File: src/rtl/snp_pkg.sv
package snp_pkg;
  typedef enum logic [1:0] {
    WB_IDLE,
    WB_WAIT,
    WB_BURST
  } wb_state_e;

  typedef struct packed {
    logic valid;
    logic dirty;
  } line_st_t;
endpackage

File: src/rtl/snp_line_store.sv
module snp_line_store
  import snp_pkg::*;
#(
  parameter int TAG_W  = 24,
  parameter int DATA_W = 32,
  parameter int LINES  = 16,
  parameter int BEATS  = 4,
  localparam int IDX_W  = $clog2(LINES),
  localparam int BEAT_W = $clog2(BEATS)
) (
  input  logic              clk_i,
  input  logic              rst_ni,
  input  logic [IDX_W-1:0]  lk_idx_i,
  output logic [TAG_W-1:0]  lk_tag_o,
  output line_st_t          lk_st_o,
  input  logic [IDX_W-1:0]  rd_idx_i,
  input  logic [BEAT_W-1:0] rd_beat_i,
  output logic [DATA_W-1:0] rd_data_o,
  input  logic              upd_en_i,
  input  logic [IDX_W-1:0]  upd_idx_i,
  input  line_st_t          upd_st_i,
  input  logic              pl_we_i,
  input  logic [IDX_W-1:0]  pl_idx_i,
  input  logic [TAG_W-1:0]  pl_tag_i,
  input  line_st_t          pl_st_i,
  input  logic              pl_dwe_i,
  input  logic [BEAT_W-1:0] pl_word_i,
  input  logic [DATA_W-1:0] pl_wdata_i,
  output line_st_t          tst_st_o
);
  logic [TAG_W-1:0]  tag_q  [LINES];
  line_st_t          st_q   [LINES];
  logic [DATA_W-1:0] data_q [LINES][BEATS];

  // controller updates win over the test port
  always_ff @(posedge clk_i or negedge rst_ni) begin
    if (!rst_ni) begin
      for (int i = 0; i < LINES; i++) st_q[i] <= '0;
    end else if (upd_en_i) begin
      st_q[upd_idx_i] <= upd_st_i;
    end else if (pl_we_i) begin
      st_q[pl_idx_i] <= pl_st_i;
    end
  end

  always_ff @(posedge clk_i) begin
    if (pl_we_i) tag_q[pl_idx_i] <= pl_tag_i;
  end

  always_ff @(posedge clk_i) begin
    if (pl_dwe_i) data_q[pl_idx_i][pl_word_i] <= pl_wdata_i;
  end

  assign lk_tag_o  = tag_q[lk_idx_i];
  assign lk_st_o   = st_q[lk_idx_i];
  assign rd_data_o = data_q[rd_idx_i][rd_beat_i];
  assign tst_st_o  = st_q[pl_idx_i];
endmodule

File: src/rtl/snp_wb_seq.sv
module snp_wb_seq
  import snp_pkg::*;
#(
  parameter int TAG_W  = 24,
  parameter int IDX_W  = 4,
  parameter int BEATS  = 4,
  parameter int DATA_W = 32,
  localparam int BEAT_W = $clog2(BEATS),
  localparam int BYTE_W = $clog2(DATA_W / 8),
  localparam int ADDR_W = TAG_W + IDX_W + BEAT_W + BYTE_W
) (
  input  logic              clk_i,
  input  logic              rst_ni,
  input  logic              start_i,
  input  logic [IDX_W-1:0]  start_idx_i,
  input  logic [TAG_W-1:0]  start_tag_i,
  input  logic              start_inv_i,
  input  logic              hold_req_i,
  input  logic              rdy_i,
  input  logic [DATA_W-1:0] rd_data_i,
  output logic              busy_o,
  output logic              burst_o,
  output logic              done_o,
  output logic [IDX_W-1:0]  line_idx_o,
  output logic              line_inv_o,
  output logic [BEAT_W-1:0] beat_o,
  output logic [ADDR_W-1:0] wb_addr_o,
  output logic [DATA_W-1:0] wb_data_o,
  output logic              wb_last_o
);
  wb_state_e         state_q;
  logic [IDX_W-1:0]  idx_q;
  logic [TAG_W-1:0]  tag_q;
  logic              inv_q;
  logic [BEAT_W-1:0] beat_q;
  logic              last_beat;

  assign last_beat = (beat_q == BEAT_W'(BEATS - 1));

  always_ff @(posedge clk_i or negedge rst_ni) begin
    if (!rst_ni) begin
      state_q <= WB_IDLE;
      idx_q   <= '0;
      tag_q   <= '0;
      inv_q   <= 1'b0;
      beat_q  <= '0;
    end else begin
      unique case (state_q)
        WB_IDLE: if (start_i) begin
          state_q <= WB_WAIT;
          idx_q   <= start_idx_i;
          tag_q   <= start_tag_i;
          inv_q   <= start_inv_i;
        end
        // bus stays with the other master until it drops hold
        WB_WAIT: if (!hold_req_i) begin
          state_q <= WB_BURST;
          beat_q  <= '0;
        end
        WB_BURST: if (rdy_i) begin
          if (last_beat) state_q <= WB_IDLE;
          else           beat_q  <= beat_q + 1'b1;
        end
        default: state_q <= WB_IDLE;
      endcase
    end
  end

  assign busy_o     = (state_q != WB_IDLE);
  assign burst_o    = (state_q == WB_BURST);
  assign done_o     = burst_o && rdy_i && last_beat;
  assign line_idx_o = idx_q;
  assign line_inv_o = inv_q;
  assign beat_o     = beat_q;
  assign wb_addr_o  = {tag_q, idx_q, beat_q, {BYTE_W{1'b0}}};
  assign wb_data_o  = rd_data_i;
  assign wb_last_o  = burst_o && last_beat;
endmodule

File: src/rtl/snoop_resp_ctrl.sv
module snoop_resp_ctrl
  import snp_pkg::*;
#(
  parameter int ADDR_W = 32,
  parameter int DATA_W = 32,
  parameter int LINES  = 16,
  parameter int BEATS  = 4,
  localparam int IDX_W  = $clog2(LINES),
  localparam int BEAT_W = $clog2(BEATS),
  localparam int OFF_W  = BEAT_W + $clog2(DATA_W / 8),
  localparam int TAG_W  = ADDR_W - IDX_W - OFF_W
) (
  input  logic              clk_i,
  input  logic              rst_ni,
  input  logic              hold_req_i,
  output logic              hold_ack_o,
  input  logic              snp_strobe_i,
  input  logic              snp_inv_i,
  input  logic [ADDR_W-1:0] snp_addr_i,
  output logic              hitm_no,
  output logic              wb_req_o,
  output logic [ADDR_W-1:0] wb_addr_o,
  output logic [DATA_W-1:0] wb_data_o,
  output logic              wb_last_o,
  input  logic              wb_rdy_i,
  input  logic              pl_we_i,
  input  logic [IDX_W-1:0]  pl_idx_i,
  input  logic [TAG_W-1:0]  pl_tag_i,
  input  logic              pl_valid_i,
  input  logic              pl_dirty_i,
  input  logic              pl_dwe_i,
  input  logic [BEAT_W-1:0] pl_word_i,
  input  logic [DATA_W-1:0] pl_wdata_i,
  output logic              tst_valid_o,
  output logic              tst_dirty_o
);
  logic              ack_q, ack_prev_q, hitm_q;
  logic              s1_vld_q, s1_inv_q;
  logic [ADDR_W-1:0] s1_addr_q;
  logic [IDX_W-1:0]  lk_idx;
  logic [TAG_W-1:0]  lk_tag;
  line_st_t          lk_st, upd_st, tst_st;
  logic              hit, dirty_hit, clean_inv, accept, upd_en;
  logic [IDX_W-1:0]  upd_idx, rd_idx;
  logic [BEAT_W-1:0] rd_beat;
  logic [DATA_W-1:0] rd_data;
  logic              wb_busy, wb_burst, wb_done, wb_inv;
  logic [IDX_W-1:0]  wb_idx;

  assign lk_idx    = s1_addr_q[OFF_W +: IDX_W];
  assign hit       = s1_vld_q && lk_st.valid && (lk_tag == s1_addr_q[ADDR_W-1 -: TAG_W]);
  assign dirty_hit = hit && lk_st.dirty;
  assign clean_inv = hit && !lk_st.dirty && s1_inv_q;
  // acknowledge must have been up for a full clock before the strobe counts
  assign accept    = snp_strobe_i && ack_q && ack_prev_q && !wb_busy && !dirty_hit;

  always_ff @(posedge clk_i or negedge rst_ni) begin
    if (!rst_ni) begin
      ack_q      <= 1'b0;
      ack_prev_q <= 1'b0;
      hitm_q     <= 1'b1;
      s1_vld_q   <= 1'b0;
      s1_inv_q   <= 1'b0;
      s1_addr_q  <= '0;
    end else begin
      ack_q      <= hold_req_i && (ack_q || !wb_burst);
      ack_prev_q <= ack_q;
      s1_vld_q   <= accept;
      if (accept) begin
        s1_inv_q  <= snp_inv_i;
        s1_addr_q <= snp_addr_i;
      end
      if (dirty_hit)    hitm_q <= 1'b0;
      else if (wb_done) hitm_q <= 1'b1;
    end
  end

  assign upd_en  = wb_done || clean_inv;
  assign upd_idx = wb_done ? wb_idx : lk_idx;
  assign upd_st  = wb_done ? '{valid: !wb_inv, dirty: 1'b0} : '0;

  snp_line_store #(
    .TAG_W (TAG_W),
    .DATA_W(DATA_W),
    .LINES (LINES),
    .BEATS (BEATS)
  ) u_store (
    .clk_i     (clk_i),
    .rst_ni    (rst_ni),
    .lk_idx_i  (lk_idx),
    .lk_tag_o  (lk_tag),
    .lk_st_o   (lk_st),
    .rd_idx_i  (rd_idx),
    .rd_beat_i (rd_beat),
    .rd_data_o (rd_data),
    .upd_en_i  (upd_en),
    .upd_idx_i (upd_idx),
    .upd_st_i  (upd_st),
    .pl_we_i   (pl_we_i),
    .pl_idx_i  (pl_idx_i),
    .pl_tag_i  (pl_tag_i),
    .pl_st_i   ('{valid: pl_valid_i, dirty: pl_dirty_i}),
    .pl_dwe_i  (pl_dwe_i),
    .pl_word_i (pl_word_i),
    .pl_wdata_i(pl_wdata_i),
    .tst_st_o  (tst_st)
  );

  snp_wb_seq #(
    .TAG_W (TAG_W),
    .IDX_W (IDX_W),
    .BEATS (BEATS),
    .DATA_W(DATA_W)
  ) u_wb (
    .clk_i      (clk_i),
    .rst_ni     (rst_ni),
    .start_i    (dirty_hit),
    .start_idx_i(lk_idx),
    .start_tag_i(lk_tag),
    .start_inv_i(s1_inv_q),
    .hold_req_i (hold_req_i),
    .rdy_i      (wb_rdy_i),
    .rd_data_i  (rd_data),
    .busy_o     (wb_busy),
    .burst_o    (wb_burst),
    .done_o     (wb_done),
    .line_idx_o (wb_idx),
    .line_inv_o (wb_inv),
    .beat_o     (rd_beat),
    .wb_addr_o  (wb_addr_o),
    .wb_data_o  (wb_data_o),
    .wb_last_o  (wb_last_o)
  );

  assign rd_idx      = wb_idx;
  assign hold_ack_o  = ack_q;
  assign hitm_no     = hitm_q;
  assign wb_req_o    = wb_burst;
  assign tst_valid_o = tst_st.valid;
  assign tst_dirty_o = tst_st.dirty;
endmodule

File: config.mk
export PLATFORM = sky130hd
export DESIGN_NAME = snoop_resp_ctrl
export DESIGN_NICKNAME = d
export VERILOG_FILES = /design/src/rtl/snp_pkg.sv /design/src/rtl/snp_line_store.sv /design/src/rtl/snp_wb_seq.sv /design/src/rtl/snoop_resp_ctrl.sv
export SDC_FILE = /design/constraint.sdc
export NUM_CORES = 2
export LEC_CHECK = 0
export BUFFER_PORTS_ARGS = -buffer_cell sky130_fd_sc_hd__buf_2
export CORE_MARGIN = 2
export CORE_UTILIZATION = 32
export CTS_CLUSTER_SIZE = 24
export DETAILED_ROUTE_END_ITERATION = 10
export HOLD_SLACK_MARGIN = 0.15
export REMOVE_ABC_BUFFERS = 1
export SYNTH_ARGS = -nofsm -noshare
export SYNTH_HDL_FRONTEND = slang
export SYNTH_HIERARCHICAL = 1
export SYNTH_SLANG_ARGS = --single-unit
File: constraint.sdc
create_clock -name clk_i -period 5 [get_ports clk_i]
set_input_delay 1 -clock clk_i [delete_from_list [all_inputs] [get_ports clk_i]]
set_output_delay 1 -clock clk_i [all_outputs]
set_load 0.03 [all_outputs]
Word level (Yosys, flattened, before mapping)
Memories as Yosys holds them, arrays and structs flattened.
Cells that the tools add are included.

storage, ports and cells
  memories = 2
  output and inout port bits = 70
  RAM bits = 2432
  register bits = 102
  input port bits = 104
  logic and storage cells = 135

cells by class
  muxes and demuxes = 36
  reductions and logical operators = 31
  equality and inequality tests = 9
  $add $sub $neg = 1
  magnitude comparators = 8
  bitwise logic cells = 5

memory list
  name            depth  width  rd ports  clocked after Yosys merged registers in  write ports  line                  RTL
  u_store.data_q  16     128    1         0                                        1            snp_line_store.sv:33  logic [DATA_W-1:0] data_q [LINES][BEATS];
  u_store.tag_q   16     24     1         0                                        1            snp_line_store.sv:31  logic [TAG_W-1:0] tag_q [LINES];

operator list
  operator            count
  $mux 32             5
  $mux 128            1
  $bmux 32 s2         1
  $bwmux 32           2
  $demux 32 s2        1
  $mux 2              14
  $eq 24x24->1        1
  $bmux 2 s4          2
  $demux 2 s4         2
  $logic_and 1x1->1   16
  $ge 5x5->1 const B  3
  $not 4->5           3
  $lt 5x1->1 const B  2
  $ne 2x2->1 const B  5
  $reduce_and 4->1    2
  $reduce_bool 2->1   4
  $ge 3x3->1 const B  2
  $not 2->3           2
  $pmux 2 s3          1
  $logic_not 1->1     5
  $mux 1              5
  $eq 2x2->1 const B  2
  $mux 4              1
  $pmux 2 s2          1
  other kinds (6)     7

Depth between registers and ports, before layout
  word-level depth = 11
  mapped depth = 16
  depth with buffers taken out = 11

By module
The synthesis kept the hierarchy.

by module, submodules not included
  module           times used  sequential area each (um2)  cells an instance  area each (um2)
  snp_line_store   1           73830.8                     4142               94451.8
  snoop_resp_ctrl  1           827.0                       116                1717.9
  snp_wb_seq       1           825.8                       129                1689.1

Worst setup path after synthesis
OpenSTA, ideal clock, no wires.

  path kind = register to register
  start point = register s1_addr_q[4]
  end point = register u_store/st_q[30] (netlist bit)
  stages on the path, launching flop included = 16
  buffers on the path = 5
  clock period less this slack = 4218 ps
  required time = 4881 ps
  arrival = 4099 ps
  setup slack = 782 ps
  setup time = 119 ps
  cell sequence = dfrtp_1 clkbuf_1 clkbuf_1 mux4_2 mux4_2 xor2_1 nor4_2 nand4_1 o21bai_1 clkbuf_1 inv_1 clkbuf_1 nand2_1 clkbuf_1 o221ai_1 o21a_1

between the ends
  elaborated cells between the ends (all ways) = 22
  those cells by class = order compare (2); eq/ne (1); mux (8); bitwise (2); reduce/logical (8); memory (1)

RTL lines
  what                                                 line                   RTL
  from (decl)                                          snoop_resp_ctrl.sv:39  logic [ADDR_W-1:0] s1_addr_q;
  from (signal assigned)                               snoop_resp_ctrl.sv:71  s1_addr_q <= snp_addr_i;
  $mem_v2 16x24 *                                      -
  via lk_tag[7]                                        snoop_resp_ctrl.sv:41  logic [TAG_W-1:0] lk_tag;
  $eq 24x24->1 *                                       snoop_resp_ctrl.sv:51  assign hit = s1_vld_q && lk_st.valid && (lk_tag == s1_addr_q[ADDR_W-1 -: TAG_W]);
  $logic_and 1x1->1 *                                  snoop_resp_ctrl.sv:51
  $logic_and 1x1->1 * (2 in a row)                     snoop_resp_ctrl.sv:53  assign clean_inv = hit && !lk_st.dirty && s1_inv_q;
  $logic_or 1x1->1 *                                   snoop_resp_ctrl.sv:78  assign upd_en = wb_done || clean_inv;
  via upd_en                                           snoop_resp_ctrl.sv:43  logic hit, dirty_hit, clean_inv, accept, upd_en;
  $mux 32 / $reduce_bool 2->1 (equally long branches)  -
  to (signal, indexed assignment)                      snp_line_store.sv:40   st_q[upd_idx_i] <= upd_st_i;
  to (signal, indexed assignment)                      snp_line_store.sv:42   st_q[pl_idx_i] <= pl_st_i;
  to (decl)                                            snp_line_store.sv:32   line_st_t st_q [LINES];

The timed path passes the listed nets; every way through them passes the cells marked *. The select of a mux whose other input is x is not followed.
A chain may end at the register's enable or synchronous reset.

Worst setup path after layout
  start point = register u_wb.idx_q[3] (netlist: u_wb/line_idx_o[3])
  end point = output port wb_data_o[4]

between the ends
  word-level cells in the longest chain between the ends = 4

RTL lines
  what                                        line                   RTL
  from (decl)                                 snp_wb_seq.sv:32       logic [IDX_W-1:0] idx_q;
  from (signal assigned)                      snp_wb_seq.sv:51       idx_q <= start_idx_i;
  $mem_v2 16x128                              -
  $bmux 32 s2                                 snp_line_store.sv:56   assign rd_data_o = data_q[rd_idx_i][rd_beat_i];
  $mux 32 (not written as such) (2 in a row)  snp_line_store.sv:56
  to (decl)                                   snoop_resp_ctrl.sv:23  output logic [DATA_W-1:0] wb_data_o,

No other way between the ends. The select of a mux whose other input is x is not followed.

==> reports/results.ini <==
[yosys]
syn-mean-instance-area_um2=22.3
synth_top_area_share_pct=74.6
syn_area_mm2=0.0979
post-synth-top-area-cell=edfxtp_1
yosys.area_share.simple_pct=2.03
synth_xor_area_share_pct=0.215
seq_area_frac_synth_pct=77.1
synthAdderAreaFrac_pct=0.0256
synth_area_leaders=edfxtp_1 75%, mux4_2 15%, dfrtp_1 2.5%, mux2i_1 0.78%, o22ai_1 0.73%
synth_cell_types=63
synth_warnings=6
synth_top_family_by_area=multiplexers
async_flop_share_pct=3.87
yosys_most_used_dff=edfxtp_1
syn_inst=4387
synth-edff-count=2432
synth.area.mux_share_pct=16.6
synth_compound_area_share_pct=2.32
synth-seq-cells=2530

[detailed_routing]
routed_wl_um=252000
num_vias=47900
viasPerCell=5.27
drtIter0Drc=5593
wl_per_cell_um=27.8
drt_drc_violations_left=0
detail-route-antenna-nets=0
first_pass_iters=5

[power_and_ir_drop]
p_sw_uw=9080
p_per_area_mw_per_mm2=386
clock_power_share_pct=41.5
p_leak_uw=0.0346
p_comb_share_pct=4.3
peakVddDrop_uv=366
power.total_uw=43800
switching_share_pct=20.8
seqPwrFrac_pct=54.2
internal_power_uw=34700

[critical_path]
cp_top_family=buffers and inverters
critPathRequiredTime_ps=4000
worstPathMaxFanout=33
crit_path_start_kind=flip-flop
slowest_delay_ps=790
path_common_cell=buf_4
cp_num_buf_inv=3
r2r_setup_slack_ps=380
cp-end-kind=output pin
worstPathCellList=buf_4 > nand2b_1 > buf_4 > o21ai_0 > nor3_1 > o22a_1 > buf_2
crit_type=reg -> out
arrival_ps=3850
crit_slowest_cell=dfrtp_4

[clocking]
clock_latency_ps=910
clock_path_buffers=4
clk_pin_slew_worst_paths_ps=60
cts_tree=yes
htree_num_levels=4
cts_sinks=2530
cts-buffers-inserted=245
root_buffer=clkbuf_16

[final_layout]
drive_above_1_share_pct=32.3
post-route-util_pct=37.1
final_cell_mix=2432 x edfxtp_1, 646 x mux4_2, 246 x clkbuf_16
finish.instance_area_mm2=0.113
nNetsFinal=4891
syn2layout_area_growth_pct=15.7
final_common_cell=edfxtp_1

[floorplan]
coreArea_mm2=0.305
dieWidth_um=557
dieArea_mm2=0.310
start_util_pct=32.1
die_h_um=557
num_rows=203
ios=174

[place]
gp_congestion=0.791
post-dp-hpwl_um=141000
place.port_buffers=167
placed_cell_area_mm2=0.105

[run]
maxCapViolations=0

[grt]
grt_antenna_before_repair=45
grt_pass1_wl_um=358000
grt_usage_pct=16.0
grt_pass1_vias=48400
grt_max_degree=83
grt_util_met2_pct=25.7
met3_usage_pct=2.85
grt_util_met1_pct=22.5
grt_overflow_total=0
grt-busiest-layer=met2

[worst_hold_path]
hp-class=in -> async

[sta]
hold_violations=0
maxSlewHeadroom_pct=18.8
setup_violations=0
fmax_mhz=206
slew_viol_final=0
rsz0062_at_grt=false
tightestPinTransition_ps=1220
clock_skew_ps=110
finalCritPeriodShare_pct=97.0
min_period_ps=4850

[outcome]
outcome=finished clean

[repair_timing]
item | CTS | global route
hold buffers | 0 | 0
setup endpoints to repair | 30 | 32
buffers inserted | 15 | 6
gates resized for setup | 4 | 4
[cells in the mapped netlist (all sizes together) (5+ instances only)]
library cell,number
nand2,120
o21ai,34
edfxtp,2432
mux2i,76
o22a,12
nand3b,6
o22ai,114
xor2,23
o31ai,7
o221ai,45
dfrtp,97
and3,6
nor3,15
o211ai,9
nand4,19
inv,6
nor2,130
nor4,28
a32oi,6
a22oi,12
o21a,30
and2,5
nor2b,20
clkbuf,104
a21oi,34
buf,179
a221oi,8
mux4,646
mux2,74
or3b,5
nand2b,11
nand3,42
[routing by layer]
metal / up-vias / routed length (µm)
met4: 36 / 6660
li1: 19400 / -
met1: 26100 / 106000
met3: 392 / 19600
met5: - / 215
met2: 2005 / 120000
[cell type report]
cell class                 instances  area [µm²]
fill                           27400      192000
sequential                      2530       75500
multi-input combinational       1569       21400
clock buffer                     301        6470
tap                             4100        5130
timing repair buffer             433        3380
clock inverter                   138        1310
inverter                           6        22.5
antenna                            9        22.5
[cell families (layout without fill, tap and decap cells)]
logic type	count (synthesis)	in the layout
buf+inv	289	878
xor+xnor	24	24
other cells	2	12
fa+ha+maj	2	2
compound gates	328	328
simple gates	416	416
mux	796	796
flops	2530	2530
[power groups by stage]
| stage | Sequential [µW] | Combinational [µW] | Clock, µW |
|---|---|---|---|
| 2_1_floorplan | 24200 | 1010 | 0 |
| 3_3_place_gp | 24100 | 1840 | 0 |
| 3_5_place_dp | 24200 | 1880 | 0 |
| 4_1_cts | 23700 | 1880 | 18500 |
| 5_1_grt | 23700 | 2010 | 19300 |
| 6_report | 23700 | 1880 | 18200 |
[state kept, by name, indices dropped and copies added (netlist names)]
name,cells
ack_prev_q,1
hitm_no,1
hold_ack_o,1
s1_addr_q,28
s1_inv_q,1
s1_vld_q,1
u_store/data_q,2048
u_store/st_q,32
u_store/tag_q,384
u_wb/beat_o,2
u_wb/line_idx_o,4
u_wb/line_inv_o,1
u_wb/state_q,2
u_wb/tag_q,24
[final timing paths]
path	from	endpoint	cells past startpoint
max	u_wb/line_idx_o[3]$_DFFE_PN0P_	wb_data_o[4]	7
min	rst_ni	s1_addr_q[21]$_DFFE_PN0P_	1
max reg2reg	s1_addr_q[5]$_DFFE_PN0P_	u_store/st_q[25]$_DFFE_PN0P_	12
min reg2reg	hold_ack_o$_DFF_PN0_	ack_prev_q$_DFF_PN0_	0
max in group asynchronous	rst_ni	u_wb/line_idx_o[1]$_DFFE_PN0P_	2
min in group clk_i	snp_addr_i[9]	s1_addr_q[9]$_DFFE_PN0P_	2
[through the flow]
step	hold WS [ps]	setup slack [ps]	instances	TNS, ps
floorplan	475	-19530	4105	-1176720
global placement	408	77.2	8617	0
detailed placement	434	145	8617	0
CTS	209	13.4	9071	0
global route	269	38.9	9079	0
finish	222	149	9086	0
No activity file was read; power rests on OpenSTA's default activity.
